<file path="src/rtl/uart_tx_pkg.sv">
package uart_tx_pkg;

    // Oversample ticks per bit on the line
    localparam int OVS   = 16;
    localparam int OVS_W = $clog2(OVS);

    typedef enum logic [2:0] {
        FS_IDLE,
        FS_START,
        FS_DATA,
        FS_PAR,
        FS_STOP
    } fr_state_e;

    // Character format latched at the start of each character
    typedef struct packed {
        logic [1:0] len_code;
        logic       par_en;
        logic       par_odd;
        logic       two_stop;
    } char_fmt_t;

    // Index of the last data bit: codes 0..3 map to 5..8 bits
    function automatic logic [2:0] last_bit_idx(input logic [1:0] code);
        return 3'(3'd4 + {1'b0, code});
    endfunction

endpackage

</file>
<file path="src/rtl/utx_baud_gen.sv">
module utx_baud_gen #(
    parameter int DIV_W = 16
) (
    input  logic             clk,
    input  logic             rst,
    input  logic             en,
    input  logic [DIV_W-1:0] word,
    output logic             tick
);
    logic [DIV_W-1:0] cnt_q;

    assign tick = en && (cnt_q >= word);

    always_ff @(posedge clk) begin
        if (rst || !en) begin
            cnt_q <= '0;
        end else if (cnt_q >= word) begin
            cnt_q <= '0;
        end else begin
            cnt_q <= cnt_q + 1'b1;
        end
    end
endmodule

</file>
<file path="src/rtl/utx_fifo.sv">
module utx_fifo #(
    parameter int DEPTH = 16,
    parameter int W     = 8,
    localparam int AW    = (DEPTH > 1) ? $clog2(DEPTH) : 1,
    localparam int CNT_W = $clog2(DEPTH + 1)
) (
    input  logic             clk,
    input  logic             rst,
    input  logic             clr,
    input  logic             wr_en,
    input  logic [W-1:0]     wr_data,
    input  logic             rd_en,
    output logic [W-1:0]     rd_data,
    output logic             empty,
    output logic [CNT_W-1:0] count
);
    logic [W-1:0]  mem [DEPTH];
    logic [AW-1:0] wr_ptr_q, rd_ptr_q;
    logic [CNT_W-1:0] count_q;
    logic accept, take;

    function automatic logic [AW-1:0] ptr_next(input logic [AW-1:0] p);
        return (p == AW'(DEPTH - 1)) ? '0 : p + 1'b1;
    endfunction

    assign accept  = wr_en && !clr && (count_q != CNT_W'(DEPTH));
    assign take    = rd_en && !clr && (count_q != '0);
    assign rd_data = mem[rd_ptr_q];
    assign empty   = (count_q == '0);
    assign count   = count_q;

    always_ff @(posedge clk) begin
        if (accept) begin
            mem[wr_ptr_q] <= wr_data;
        end
    end

    always_ff @(posedge clk) begin
        if (rst || clr) begin
            wr_ptr_q <= '0;
            rd_ptr_q <= '0;
            count_q  <= '0;
        end else begin
            if (accept) wr_ptr_q <= ptr_next(wr_ptr_q);
            if (take)   rd_ptr_q <= ptr_next(rd_ptr_q);
            case ({accept, take})
                2'b10:   count_q <= count_q + 1'b1;
                2'b01:   count_q <= count_q - 1'b1;
                default: count_q <= count_q;
            endcase
        end
    end
endmodule

</file>
<file path="src/rtl/utx_framer.sv">
module utx_framer
    import uart_tx_pkg::*;
(
    input  logic      clk,
    input  logic      rst,
    input  logic      tick,
    input  logic      tx_en,
    input  char_fmt_t fmt,
    input  logic [7:0] head_data,
    input  logic      fifo_empty,
    output logic      pop,
    output logic      line,
    output logic      idle
);
    fr_state_e        state_q;
    char_fmt_t        fmt_q;
    logic [7:0]       shreg_q;
    logic [OVS_W-1:0] sub_q;
    logic [2:0]       bit_idx_q;
    logic             par_acc_q;
    logic             stop2_q;

    logic at_end, start_ok, frame_done;

    assign at_end     = (sub_q == OVS_W'(OVS - 1));
    assign start_ok   = tx_en && !fifo_empty;
    assign frame_done = (state_q == FS_STOP) && at_end &&
                        (!fmt_q.two_stop || stop2_q);
    assign pop  = tick && start_ok && ((state_q == FS_IDLE) || frame_done);
    assign idle = (state_q == FS_IDLE);

    always_comb begin
        case (state_q)
            FS_START: line = 1'b0;
            FS_DATA:  line = shreg_q[0];
            FS_PAR:   line = par_acc_q ^ fmt_q.par_odd;
            default:  line = 1'b1;
        endcase
    end

    always_ff @(posedge clk) begin
        if (rst) begin
            state_q   <= FS_IDLE;
            fmt_q     <= '0;
            shreg_q   <= '0;
            sub_q     <= '0;
            bit_idx_q <= '0;
            par_acc_q <= 1'b0;
            stop2_q   <= 1'b0;
        end else if (tick) begin
            if (pop) begin
                state_q   <= FS_START;
                fmt_q     <= fmt;
                shreg_q   <= head_data;
                sub_q     <= '0;
                bit_idx_q <= '0;
                par_acc_q <= 1'b0;
                stop2_q   <= 1'b0;
            end else if (state_q != FS_IDLE) begin
                sub_q <= at_end ? '0 : sub_q + 1'b1;
                if (at_end) begin
                    case (state_q)
                        FS_START: state_q <= FS_DATA;
                        FS_DATA: begin
                            shreg_q   <= {1'b0, shreg_q[7:1]};
                            par_acc_q <= par_acc_q ^ shreg_q[0];
                            if (bit_idx_q == last_bit_idx(fmt_q.len_code)) begin
                                state_q <= fmt_q.par_en ? FS_PAR : FS_STOP;
                            end else begin
                                bit_idx_q <= bit_idx_q + 1'b1;
                            end
                        end
                        FS_PAR: state_q <= FS_STOP;
                        FS_STOP: begin
                            if (fmt_q.two_stop && !stop2_q) begin
                                stop2_q <= 1'b1;
                            end else begin
                                state_q <= FS_IDLE;
                            end
                        end
                        default: state_q <= FS_IDLE;
                    endcase
                end
            end
        end
    end
endmodule

</file>
<file path="src/rtl/uart_tx_core.sv">
module uart_tx_core
    import uart_tx_pkg::*;
#(
    parameter int DEPTH = 16,
    parameter int DIV_W = 16,
    localparam int CNT_W = $clog2(DEPTH + 1)
) (
    input  logic             clk,
    input  logic             rst,
    input  logic             wr_en,
    input  logic [7:0]       wr_data,
    input  logic             fifo_clr,
    input  logic [1:0]       cfg_char_len,
    input  logic             cfg_par_en,
    input  logic             cfg_par_odd,
    input  logic             cfg_two_stop,
    input  logic [DIV_W-1:0] cfg_baud_word,
    input  logic             cfg_brg_en,
    input  logic             cfg_tx_en,
    input  logic             cfg_break,
    input  logic [CNT_W-1:0] cfg_thresh,
    input  logic             irq_en_empty,
    input  logic             irq_en_below,
    output logic             txd,
    output logic [CNT_W-1:0] fill_level,
    output logic             stat_empty,
    output logic             stat_below,
    output logic             irq
);
    logic       tick, pop, line, fr_idle, q_empty;
    logic [7:0] head;
    char_fmt_t  fmt;

    assign fmt = '{len_code: cfg_char_len, par_en: cfg_par_en,
                   par_odd: cfg_par_odd, two_stop: cfg_two_stop};

    utx_baud_gen #(.DIV_W(DIV_W)) baud_i (
        .clk  (clk),
        .rst  (rst),
        .en   (cfg_brg_en),
        .word (cfg_baud_word),
        .tick (tick)
    );

    utx_fifo #(.DEPTH(DEPTH), .W(8)) fifo_i (
        .clk     (clk),
        .rst     (rst),
        .clr     (fifo_clr),
        .wr_en   (wr_en),
        .wr_data (wr_data),
        .rd_en   (pop),
        .rd_data (head),
        .empty   (q_empty),
        .count   (fill_level)
    );

    utx_framer framer_i (
        .clk        (clk),
        .rst        (rst),
        .tick       (tick),
        .tx_en      (cfg_tx_en),
        .fmt        (fmt),
        .head_data  (head),
        .fifo_empty (q_empty),
        .pop        (pop),
        .line       (line),
        .idle       (fr_idle)
    );

    assign txd        = line && !cfg_break;
    assign stat_empty = q_empty && fr_idle;
    assign stat_below = (fill_level < cfg_thresh);
    assign irq        = (stat_empty && irq_en_empty) || (stat_below && irq_en_below);
endmodule

</file>
<file path="config.mk">
export PLATFORM = sky130hd
export DESIGN_NAME = uart_tx_core
export DESIGN_NICKNAME = d
export VERILOG_FILES = /design/src/rtl/uart_tx_pkg.sv /design/src/rtl/utx_baud_gen.sv /design/src/rtl/utx_fifo.sv /design/src/rtl/utx_framer.sv /design/src/rtl/uart_tx_core.sv
export SDC_FILE = /design/constraint.sdc
export NUM_CORES = 1
export LEC_CHECK = 0
export CORE_UTILIZATION = 45
export CTS_CLUSTER_SIZE = 10
export DETAILED_ROUTE_END_ITERATION = 10
export GPL_ROUTABILITY_DRIVEN = 1
export SYNTH_ARGS = -nofsm -noshare
export SYNTH_HDL_FRONTEND = slang
export SYNTH_SLANG_ARGS = --single-unit
</file>
<file path="constraint.sdc">
create_clock -name clk -period 6.2 [get_ports clk]
set_clock_uncertainty 0.2 [all_clocks]
set_input_delay 1.55 -clock clk [delete_from_list [all_inputs] [get_ports clk]]
set_output_delay 1.55 -clock clk [all_outputs]
set_load 0.02 [all_outputs]
</file>
# ---- Word-level counts from Yosys, hierarchy flattened
# Memories as Yosys holds them, arrays and structs flattened. A register that Yosys moved wholly into a read port is not among the register bits.
# Cells that the tools add are included.
dict set report word_totals {
  latchBits 0
  inputBits 43
  regBits 54
  output_inout_bits 9
  mem_bits_ro 0
  mem_bits_rw 128
  memories 1
}
# memory depth width read_ports rd_clocked_by_memory_dff wr line_no
set memory_table {}
lappend memory_table {fifo_i.mem 16 8 1 1 1 utx_fifo.sv:17} ;# logic [W-1:0] mem [DEPTH];
dict set report classes {
  mul 0
  magnitude_cmp 2
  mux 36
  div_mod_pow 0
  reduce_logical 43
  shifts 0
  bitwise 2
  n_eq_ne 14
  addsub 8
}
# operator n
set op_table {}
lappend op_table {{$mux W3} 11}
lappend op_table {{$mux W8} 4}
lappend op_table {{$mux W4} 7}
lappend op_table {{$add A16 B1 Y16 const B} 1}
lappend op_table {{$ge A16 B16 Y1} 1}
lappend op_table {{$logic_and A1 B1 Y1} 15}
lappend op_table {{$reduce_and A5 Y1} 3}
lappend op_table {{$add A4 B1 Y4 const B} 3}
lappend op_table {{$eq A4 B4 Y1 const B} 3}
lappend op_table {{$pmux W3 S4} 1}
lappend op_table {{$reduce_bool A2 Y1} 6}
lappend op_table {{$mux W1} 11}
lappend op_table {{$pmux W5 S2} 1}
lappend op_table {{$eq A3 B2 Y1 const B} 2}
lappend op_table {{$logic_not A1 Y1} 6}
lappend op_table {{$add A5 B1 Y5 const B} 1}
lappend op_table {{$logic_not A5 Y1} 1}
lappend op_table {{$logic_or A1 B1 Y1} 5}
lappend op_table {{$lt A5 B5 Y1} 1}
lappend op_table {{$ne A5 B5 Y1 const B} 1}
lappend op_table {{$reduce_bool A5 Y1} 1}
lappend op_table {{$sub A5 B1 Y5 const B} 1}
lappend op_table {{$reduce_and A2 Y1} 2}
lappend op_table {{$reduce_and A4 Y1} 1}
lappend op_table {{15 further kinds} 16}

# ---- Longest topological paths before layout
# Gate-level depths: netlist of run 1.
dict set report logic_depth {
  word_depth 9
  mapped_depth 19
  depth_no_buf 17
}

# ---- Modules after synthesis
# Synthesis of run 1 repeated with hierarchy kept, for this count alone.
dict set report unflattened {
  hier_cells 630
  area_unflattened_um2 8514.4
}
# module cells_each area_each_um2 instances
set by_module_without_submodules {}
lappend by_module_without_submodules {utx_fifo 321 5869.4 1}
lappend by_module_without_submodules {utx_framer 152 1282.5 1}
lappend by_module_without_submodules {utx_baud_gen 136 1224.9 1}
lappend by_module_without_submodules {uart_tx_core 21 137.6 1}

# ---- Worst setup path after synthesis of run 1
# No wires, ideal clock.
dict set report synth_path {
  kind {input port to flip-flop}
  from {in cfg_baud_word[15]}
  to {reg fifo_i.count_q[4] (netlist: fifo_i.count[4])}
  arrival_time_ps 4725
  path_buffers 2
  stages 19
  path_slack_ps 1147
  setup_ps 128
  required_ps 5872
  cell_sequence {inv_1 -> ha_1 -> nand4_1 -> or4_1 -> o32a_1 -> nand2_1 -> buf_2 -> nand2_1 -> nor2_1 -> ha_1 -> clkbuf_1 -> xor2_1 -> ha_1 -> a21oi_1 -> o21bai_1 -> a22oi_1 -> o21a_1 -> o211ai_1 -> o31ai_1}
}
dict set report synth_via {
  elab_chain_cells 8
}
# element line_no
set synth_rtl {}
lappend synth_rtl {{start, declared} uart_tx_core.sv:17} ;# input logic [DIV_W-1:0] cfg_baud_word,
lappend synth_rtl {{$ge A16 B16 Y1 *} utx_baud_gen.sv:12} ;# assign tick = en && (cnt_q >= word);
lappend synth_rtl {{$logic_and A1 B1 Y1 *} utx_baud_gen.sv:12}
lappend synth_rtl {{$logic_and A1 B1 Y1 * (2 in a row)} utx_framer.sv:29} ;# assign pop = tick && start_ok && ((state_q == FS_IDLE) || frame_done);
lappend synth_rtl {{$logic_and A1 B1 Y1 * (2 in a row)} utx_fifo.sv:27} ;# assign take = rd_en && !clr && (count_q != '0);
lappend synth_rtl {{$eq A2 B1 Y1 or $eq A2 B2 Y1 (tied branches)} utx_fifo.sv:46} ;# case ({accept, take})
lappend synth_rtl {{$pmux W5 S2 or $reduce_bool A2 Y1 (tied branches)} -}
lappend synth_rtl {{end signal, assigned} utx_fifo.sv:47} ;# 2'b10: count_q <= count_q + 1'b1;
lappend synth_rtl {{end signal, assigned} utx_fifo.sv:48} ;# 2'b01: count_q <= count_q - 1'b1;
lappend synth_rtl {{end signal, assigned} utx_fifo.sv:49} ;# default: count_q <= count_q;
lappend synth_rtl {{end, declared} utx_fifo.sv:19} ;# logic [CNT_W-1:0] count_q;
# Mark *: on every way between the ends. The rest lies on a longest branch, timed or not.
# A chain may end at the register's enable or synchronous reset.

# ---- Final worst setup path of run 1
dict set report layout_path {
  from {in cfg_thresh[1]}
  to {out irq}
}
dict set report layout_via {
  elab_chain_cells 3
}
# element line_no
set layout_rtl {}
lappend layout_rtl {{start, declared} uart_tx_core.sv:21} ;# input logic [CNT_W-1:0] cfg_thresh,
lappend layout_rtl {{$lt A5 B5 Y1} uart_tx_core.sv:72} ;# assign stat_below = (fill_level < cfg_thresh);
lappend layout_rtl {{$logic_and A1 B1 Y1} uart_tx_core.sv:73} ;# assign irq = (stat_empty && irq_en_empty) || (stat_below && irq_en_below);
lappend layout_rtl {{$logic_or A1 B1 Y1} uart_tx_core.sv:73}
lappend layout_rtl {{end, declared} uart_tx_core.sv:28} ;# output logic irq
# Every way passes these cells.

==> flow_summary_export.csv, run 1 <==
group,metric,value,unit
detailed_routing,post_drt_wl_per_cell,18.59,um
die,die_w,137.1,um
synthesis,synth_nets,681,
die,row_count,49,
finish,design_area,9573,um^2
critical_path,critPathArrivalTime,3.75,ns
detailed_routing,drt_wl_total,16.66,mm
die,core_area,17900,um^2
cts,cts-resized-gates,0,
cts,cts_tree,"built",
die,io_pins,52,
finish,final_util,0.5347,
finish,layout_commonest_cell,"edfxtp_1",
detailed_routing,ant_nets,0,
finish,final_cells,896,
place,gp_congestion,0.7954,
worst_hold_path,min_delay_path_depth,1,
status,outcome,"finished, final reports clean",
timing,min_period,5.501,ns
grt,grt_pass1_wl,26.91,mm
power_and_ir_drop,power.share.switching,0.2381,
cts,post_cts_buffers,0,
timing,min_period_over_period,0.8872,
grt,grt_pass1_vias,5086,
critical_path,worstPathRequired,4.45,ns
finish,nets,728,
timing,setup_tns,0,ns
power_and_ir_drop,power_frac_comb,0.033,
timing,hold_slack,0.2685,ns
synthesis,async_flop_share,0,
detailed_routing,drtPass1Iterations,4,
critical_path,crit_type,"input port to output pin",
place,place_area,8949,um^2
cts,cts-htree-levels,4,
detailed_routing,drt_iter0_drc,341,
synthesis,yosysSeqAreaShare,0.6092,
cts,clock_latency,0.44,ns
timing,grt_setup_unrepaired,"false",
place,place_ws,0.5607,ns
cts,path_clk_slew,0.07,ns
power_and_ir_drop,seq_power_share,0.525,
grt,track_usage,0.1950,
critical_path,ff2ff_path_depth,16,
critical_path,cp-end-kind,"output pin",
power_and_ir_drop,p_clk_frac,0.442,
finish,final_cell_mix,"128 x edfxtp_1, 66 x nor2_1, 56 x dfxtp_1",
finish,drive_gt1_frac,0.1274,
synthesis,yosysWarningCount,0,
cts,cts_made_buffers,17,
power_and_ir_drop,finalPower,2.534,mW
synthesis,synth_cells,607,
die,die_height,137.1,um
timing,fmax,0.1818,GHz
power_and_ir_drop,intPower,1.930,mW
finish,antenna_cells,0,
critical_path,cp-start-kind,"input port",
job,max-cap-violations,0,
finish,fillCellCount,1493,
worst_hold_path,hp-class,"flip-flop to flip-flop",
detailed_routing,via_per_inst,5.614,
synthesis,synth_seq_cells,186,
cts,clock-sinks,186,
synthesis,avgSynthCellArea,13.53,um^2
critical_path,critPathMaxFanout,2,
timing,worst_pin_slew,0.9645,ns
die,die_area,18800,um^2
power_and_ir_drop,peakVddDrop,229.4,uV
synthesis,synth.distinct_cells,51,
grt,grt_max_degree,33,
finish,syn_to_final_growth,16.52,%
timing,final_max_slew_viol_count,0,
timing,setup_viol,0,
power_and_ir_drop,p_leak,3.181,nW
synthesis,syn_area,8215,um^2
detailed_routing,drc,0,
cts,cts_root_buf,"clkbuf_16",
grt,gr-total-overflow,0,
cts,hold_buffers,0,
place,dp_hpwl,11.35,mm
power_and_ir_drop,p_per_area,264.7,nW/um^2
timing,relSlewSlack,0.3546,
die,initial_core_util,0.4589,
place,io_buffers,51,
detailed_routing,via_count,5030,
power_and_ir_drop,p_switching,0.6032,mW
grt,grt_antenna_before_repair,0,
cts,clockBufferDepth,2,
timing,setup_slack,0.6992,ns
place,dp.cells,864,
synthesis,synth-edff-count,128,
timing,hold_violations,0,
synthesis,ys.flop_type,"edfxtp_1",
==> metal layers <==
metal | share of wire | GRT usage | up-vias
li1 | - | - | 2400
met3 | 0.042 | 0.04481 | 22
met5 | 0 | 0 | -
met2 | 0.50 | 0.3215 | 107
met1 | 0.45 | 0.2497 | 2501
met4 | 0.018 | 0.07448 | 0
==> critical path: stages <==
cell	delay [ns]
clkdlybuf4s50_1	0.46
inv_1	0.04
ha_1	0.28
a21o_1	0.15
a21o_1	0.17
a21o_1	0.17
a21oi_1	0.19
a22o_1	0.15
clkdlybuf4s50_1	0.59
==> path summary, 6_finish.rpt <==
path	startpoint	to	slack, ns
worst max-delay path	cfg_thresh[1]	irq	0.70
worst min-delay path	baud_i.cnt_q[0]	baud_i.cnt_q[0]	0.27
worst max register to register	baud_i.cnt_q[13]	fifo_i.count[4]	2.25
worst min register to register	baud_i.cnt_q[0]	baud_i.cnt_q[0]	0.27
==> state kept, by name, indices dropped and copies added, names as in the netlist, 3 cells and up, named ones only <==
| register | count |
|---|---|
| baud_i.cnt_q | 16 |
| fifo_i.count | 5 |
| fifo_i.mem | 128 |
| fifo_i.rd_ptr_q | 4 |
| fifo_i.wr_ptr_q | 4 |
| framer_i.bit_idx_q | 3 |
| framer_i.fmt_q | 5 |
| framer_i.shreg_q | 8 |
| framer_i.state_q | 3 |
| framer_i.sub_q | 4 |
==> logic make-up after synthesis <==
group / share of synthesized area
AOI/OAI and AO/OA: 0.07113
muxes: 0.1244
DFF: 0.6092
xor gates and xnor gates: 0.02452
buffers and inverters: 0.02863
and+or+nand+nor: 0.09488
adders and majority gates: 0.04721
==> Yosys cell counts (11+ instances only) <==
master | n | area (um^2)
edfxtp_1 | 128 | 3844
nor2_1 | 66 | 247.7
dfxtp_1 | 58 | 1161
mux4_2 | 40 | 900.9
ha_1 | 31 | 387.9
inv_1 | 31 | 116.4
a21oi_1 | 29 | 145.1
nand2_1 | 28 | 105.1
nor3_1 | 20 | 100.1
clkbuf_1 | 18 | 67.56
o21ai_0 | 16 | 80.08
nand3_1 | 13 | 65.06
xnor2_1 | 12 | 105.1
mux2i_1 | 11 | 110.1
xor2_1 | 11 | 96.34
==> area by class of cell <==
| cell class | instances | area (um^2) | share of cell area |
|---|---|---|---|
| timing repair buffer | 56 | 548.0 | 0.05725 |
| clock inverter | 15 | 198.9 | 0.02078 |
| tap | 229 | 286.5 | 0.02993 |
| sequential | 186 | 5007 | 0.5231 |
| inverter | 31 | 116.4 | 0.01216 |
| clock buffer | 17 | 425.4 | 0.04444 |
| multi-input combinational | 362 | 2990 | 0.3124 |
==> power groups by stage <==
stage                     Clock, mW  Combinational [mW]  Sequential (mW)
after floorplan                   0              0.0323             1.36
after global placement            0              0.0803             1.36
after detailed placement          0              0.0838             1.36
after CTS                      1.14              0.0843             1.33
after global routing           1.19              0.0921             1.33
final                          1.12              0.0834             1.33
No activity file was read; power rests on OpenSTA's default activity.
==> inputs of run 2 (changes only) <==
--- a/config.mk
+++ b/config.mk
@@ -8,7 +8,9 @@
 export CORE_UTILIZATION = 45
 export CTS_CLUSTER_SIZE = 10
 export DETAILED_ROUTE_END_ITERATION = 10
+export DONT_BUFFER_PORTS = 1
 export GPL_ROUTABILITY_DRIVEN = 1
+export SKIP_LAST_GASP = 1
 export SYNTH_ARGS = -nofsm -noshare
 export SYNTH_HDL_FRONTEND = slang
 export SYNTH_SLANG_ARGS = --single-unit
==> flow_summary_export.csv, run 2 (same netlist as run 1, synthesis figures left out) <==
group,metric,value,unit
status,outcome,"finished, final reports clean",
detailed_routing,via_per_inst,5.669,
cts,clockBufferDepth,2,
finish,nets,679,
detailed_routing,drc,0,
cts,post_cts_buffers,0,
timing,setup_slack,1.284,ns
timing,final_max_slew_viol_count,0,
critical_path,cp_slowest_cell,"or4_1",
grt,grt_antenna_before_repair,0,
timing,min_period,4.916,ns
critical_path,critical_path_buf_inv_count,2,
die,core_area,17900,um^2
cts,cts_made_buffers,17,
die,row_count,49,
timing,setup_tns,0,ns
timing,setup_viol,0,
place,gp_congestion,0.7517,
grt,grt_pass1_vias,4665,
detailed_routing,drtPass1Iterations,5,
grt,gr-total-overflow,0,
detailed_routing,drt_iter0_drc,374,
die,die_area,18800,um^2
job,max-cap-violations,0,
finish,regMostFlops,"fifo_i.mem",
power_and_ir_drop,p_per_area,270.5,nW/um^2
place,io_buffers,0,
detailed_routing,ant_nets,0,
cts,path_clk_slew,0.07,ns
critical_path,critPathTopFamily,"compound AO/OA/AOI/OAI gates",
timing,hold_violations,0,
grt,grt_pass1_wl,24.77,mm
die,die_w,137.1,um
detailed_routing,wl_met1,7.134,mm
detailed_routing,post_drt_wl_per_cell,18.48,um
finish,top_regs,"fifo_i.mem: 128 flops, baud_i.cnt_q: 16 flops, framer_i.shreg_q: 8 flops",
finish,drive_gt1_frac,0.1359,
timing,fmax,0.2034,GHz
die,initial_core_util,0.4589,
detailed_routing,drt_wl_total,15.66,mm
timing,min_period_over_period,0.7929,
finish,final_util,0.5059,
power_and_ir_drop,p_leak,2.970,nW
finish,largest_reg_flops,128,
die,die_height,137.1,um
detailed_routing,via_count,4802,
cts,cts-htree-levels,4,
timing,grt_setup_unrepaired,"false",
place,dp_hpwl,10.79,mm
finish,antenna_cells,0,
critical_path,critPathArrivalTime,5.03,ns
place,place_ws,0.8833,ns
timing,worst_pin_slew,0.9071,ns
critical_path,cp_slowest_stage_delay,0.56,ns
grt,grt_max_degree,33,
timing,relSlewSlack,0.3930,
die,io_pins,52,
critical_path,worstPathRequired,6.31,ns
critical_path,path_cells,"inv_1, ha_1, nand4_1, or4_1, o32a_1, nand2_1, buf_4, nand2_1, nor2_1, ha_1, xor2_1, ha_1, a21oi_1, o21bai_1, a22oi_1, o21a_1, o211ai_1, o31ai_1",
finish,final_cell_mix,"128 x edfxtp_1, 66 x nor2_1, 56 x dfxtp_1",
cts,cts_tree,"built",
detailed_routing,wl_met3,450,um
cts,cts_root_buf,"clkbuf_16",
detailed_routing,top_layer,"met4",
cts,hold_buffers,0,
finish,syn_to_final_growth,10.23,%
critical_path,crit_top_cell,"ha_1",
cts,clock-sinks,186,
critical_path,crit_type,"input port to flip-flop",
critical_path,cp-start-kind,"input port",
cts,clock_latency,0.44,ns
cts,cts-resized-gates,0,
power_and_ir_drop,peakVddDrop,201.8,uV
critical_path,cp-end-kind,"flip-flop",
worst_hold_path,hp-class,"flip-flop to flip-flop",
critical_path,critPathMaxFanout,11,
grt,track_usage,0.1792,
finish,layout_commonest_cell,"edfxtp_1",
detailed_routing,routed-wl-met2,7.952,mm
-- run 2: cell count changes in the layout (fill, tap and decap cells not counted) --
| cell | change |
|---|---|
| clkdlybuf4s50_1 | -51 |
| nor3_1 | +3 |
| buf_4 | +2 |
| nor3_2 | -3 |
| inv_8 | -2 |
| inv_6 | -1 |
| clkinvlp_4 | +1 |
| inv_12 | -3 |
| clkinv_4 | +2 |
| clkinv_8 | +3 |
-- run 2: layer usage --
metal | GRT usage | vias to the layer above
li1 | - | 2299
met5 | 0 | -
met4 | 0.06410 | 0
met3 | 0.03667 | 11
met1 | 0.2299 | 2400
met2 | 0.3008 | 92
-- run 2: area by class of cell --
cell class / instances / area [um^2]
Fill cell: 1541 / 8846
Sequential cell: 186 / 5007
Multi-Input combinational cell: 362 / 2975
Clock buffer: 17 / 425.4
Tap cell: 229 / 286.5
Clock inverter: 15 / 192.7
Inverter: 31 / 116.4
Timing Repair Buffer: 7 / 52.55
-- run 2: power breakdown --
part / internal, mW / switching (mW) / total [mW]
Combinational: 0.0157 / 0.0233 / 0.0390
Sequential: 1.33 / 0.00261 / 1.33
Clock: 0.550 / 0.531 / 1.08
-- run 2: stage by stage --
stage / total power [mW] / instances / hold slack (ns) / area, um^2
after floorplan: 1.390 / 607 / 0.2258 / 8215
after global placement: 1.396 / 815 / 0.2438 / 8438
after detailed placement: 1.398 / 815 / 0.2555 / 8438
after CTS: 2.477 / 847 / 0.2720 / 9056
after global routing: 2.529 / 847 / 0.2934 / 9056
final: 2.450 / 847 / 0.2698 / 9056
-- run 2: path summary, 6_finish.rpt --
kind         slack (ns)               to  depth (start not counted)         startpoint
max                1.28  fifo_i.count[4]                         18  cfg_baud_word[15]
min                0.27  baud_i.cnt_q[0]                          1    baud_i.cnt_q[0]
max reg2reg        2.05  fifo_i.count[4]                         17   baud_i.cnt_q[11]
min reg2reg        0.27  baud_i.cnt_q[0]                          1    baud_i.cnt_q[0]
==> inputs of run 3 (changes only) <==
==> constraint.sdc (replaced) <==
create_clock -name clk -period 4.3 [get_ports clk]
set_clock_uncertainty 0.2 [all_clocks]
set_input_delay 1.075 -clock clk [delete_from_list [all_inputs] [get_ports clk]]
set_output_delay 1.075 -clock clk [all_outputs]
set_load 0.02 [all_outputs]
==> flow_summary_export.csv, run 3 (same netlist as run 1, synthesis figures left out) <==
group,metric,value,unit
finish,final_cell_mix,"128 x edfxtp_1, 65 x nor2_1, 56 x dfxtp_1",
place,dp_hpwl,11.52,mm
timing,relSlewSlack,0.4328,
cts,cts-htree-levels,4,
die,die_w,137.1,um
critical_path,cp-end-kind,"flip-flop",
cts,hold_buffers,0,
finish,final_util,0.5194,
cts,cts_made_buffers,17,
cts,cts_tree,"built",
worst_hold_path,hp-class,"flip-flop to flip-flop",
detailed_routing,ant_nets,0,
critical_path,critPathArrivalTime,3.94,ns
place,place_area,8677,um^2
die,io_pins,52,
grt,grt_max_degree,30,
place,dp.cells,835,
grt,gr-total-overflow,0,
power_and_ir_drop,p_leak,3.055,nW
grt,grt_pass1_vias,4927,
timing,fmax,0.2606,GHz
critical_path,path_cells,"inv_8, ha_4, nand4_1, or4_1, o32a_1, nand2_1, nand2_2, nor2_2, ha_2, xor2_1, ha_2, a21oi_2, o21bai_1, a22oi_1, o21a_1, o211ai_1, o31ai_1",
detailed_routing,drtPass1Iterations,5,
finish,layout_commonest_cell,"edfxtp_1",
finish,antenna_cells,0,
finish,final_cells,867,
timing,min_period_over_period,0.8922,
cts,cts-resized-gates,0,
finish,regMostFlops,"fifo_i.mem",
timing,grt_setup_unrepaired,"false",
detailed_routing,via_count,4924,
timing,final_max_slew_viol_count,0,
grt,track_usage,0.1875,
place,gp_congestion,0.8234,
cts,cts_root_buf,"clkbuf_16",
timing,worst_pin_slew,0.8477,ns
finish,design_area,9298,um^2
cts,path_clk_slew,0.08,ns
place,io_buffers,0,
detailed_routing,post_drt_wl_per_cell,18.96,um
detailed_routing,drt_wl_total,16.44,mm
detailed_routing,via_per_inst,5.679,
timing,hold_violations,0,
die,initial_core_util,0.4589,
job,max-cap-violations,0,
status,outcome,"finished, final reports clean",
finish,largest_reg_flops,128,
critical_path,critPathTopFamily,"compound AO/OA/AOI/OAI gates",
grt,grt_pass1_wl,26.04,mm
power_and_ir_drop,peakVddDrop,400.4,uV
detailed_routing,drt_iter0_drc,294,
critical_path,critical_path_buf_inv_count,1,
critical_path,cp-start-kind,"input port",
critical_path,worstPathRequired,4.41,ns
critical_path,crit_top_cell,"ha_2",
critical_path,cp_slowest_cell,"or4_1",
critical_path,cp_slowest_stage_delay,0.54,ns
die,die_height,137.1,um
die,die_area,18800,um^2
cts,clock_latency,0.43,ns
die,core_area,17900,um^2
die,row_count,49,
finish,nets,699,
critical_path,crit_type,"input port to flip-flop",
finish,fillCellCount,1514,
finish,syn_to_final_growth,13.17,%
timing,min_period,3.837,ns
cts,clock-sinks,186,
critical_path,critPathMaxFanout,3,
power_and_ir_drop,p_per_area,386.0,nW/um^2
cts,post_cts_buffers,0,
detailed_routing,drc,0,
finish,top_regs,"fifo_i.mem: 128 flops, baud_i.cnt_q: 16 flops, framer_i.shreg_q: 8 flops",
cts,clockBufferDepth,2,
grt,grt_antenna_before_repair,0,
timing,setup_viol,0,
finish,drive_gt1_frac,0.1881,
-- run 3: cell count changes in the layout (fill, tap and decap cells not counted), sizes merged --
| cell | previous run | this run |
|---|---|---|
| clkinv | 9 | 5 |
| inv | 36 | 38 |
| buf | 7 | 27 |
| clkinvlp | 1 | 2 |
| bufinv | 0 | 1 |
-- run 3: worst register-to-register path, delay by kind of cell, from the launching register on --
kind,cells,cell delay [ns]
adder cells (fa/ha/maj),3,0.70
AND/OR/NAND/NOR,5,1.00
XOR/XNOR,1,0.16
AO/OA/AOI/OAI,7,1.04
flip-flops,1,0.40
-- run 3: area by class of cell --
cell class / instances / area (um^2) / area share
multi-input cells: 362 / 3052 / 0.3282
well taps: 229 / 286.5 / 0.03082
clock buffers: 17 / 425.4 / 0.04575
flip-flops and latches: 186 / 5007 / 0.5386
clock inverters: 15 / 195.2 / 0.02099
repair buffers: 27 / 202.7 / 0.02180
inverters: 31 / 128.9 / 0.01386
-- run 3: final timing paths --
check	start	end	slack [ns]	cells past startpoint
setup / recovery	cfg_baud_word[13]	fifo_i.count[4]	0.46	17
hold / removal	baud_i.cnt_q[0]	baud_i.cnt_q[0]	0.27	1
setup reg to reg	baud_i.cnt_q[12]	fifo_i.count[4]	0.69	16
hold reg to reg	baud_i.cnt_q[0]	baud_i.cnt_q[0]	0.27	1
-- run 3: per-layer routing --
layer | GRT usage | vias to the layer above | routed length [um]
li1 | - | 2336 | -
met1 | 0.2368 | 2437 | 7262
met2 | 0.3224 | 141 | 8273
met3 | 0.04037 | 10 | 765
met4 | 0.05495 | 0 | 134
met5 | 0 | - | 0
-- run 3: report_power, final --
group,internal (mW),switching [mW]
registers,1.91,0.00265
clock network,0.842,0.763
logic,0.0287,0.0378
total,2.79,0.803
-- run 3: metrics by stage --
stage / total power, mW / setup TNS (ns) / setup slack, ns / hold slack [ns]
2_1_floorplan: 2.008 / -0.05077 / -0.04388 / 0.2258
3_3_place_gp: 2.022 / 0 / 0.08780 / 0.2415
3_5_place_dp: 2.025 / 0 / 0.02868 / 0.2593
4_1_cts: 3.621 / 0 / 0.4485 / 0.2778
5_1_grt: 3.699 / 0 / 0.1892 / 0.2995
6_report: 3.588 / 0 / 0.4634 / 0.2700
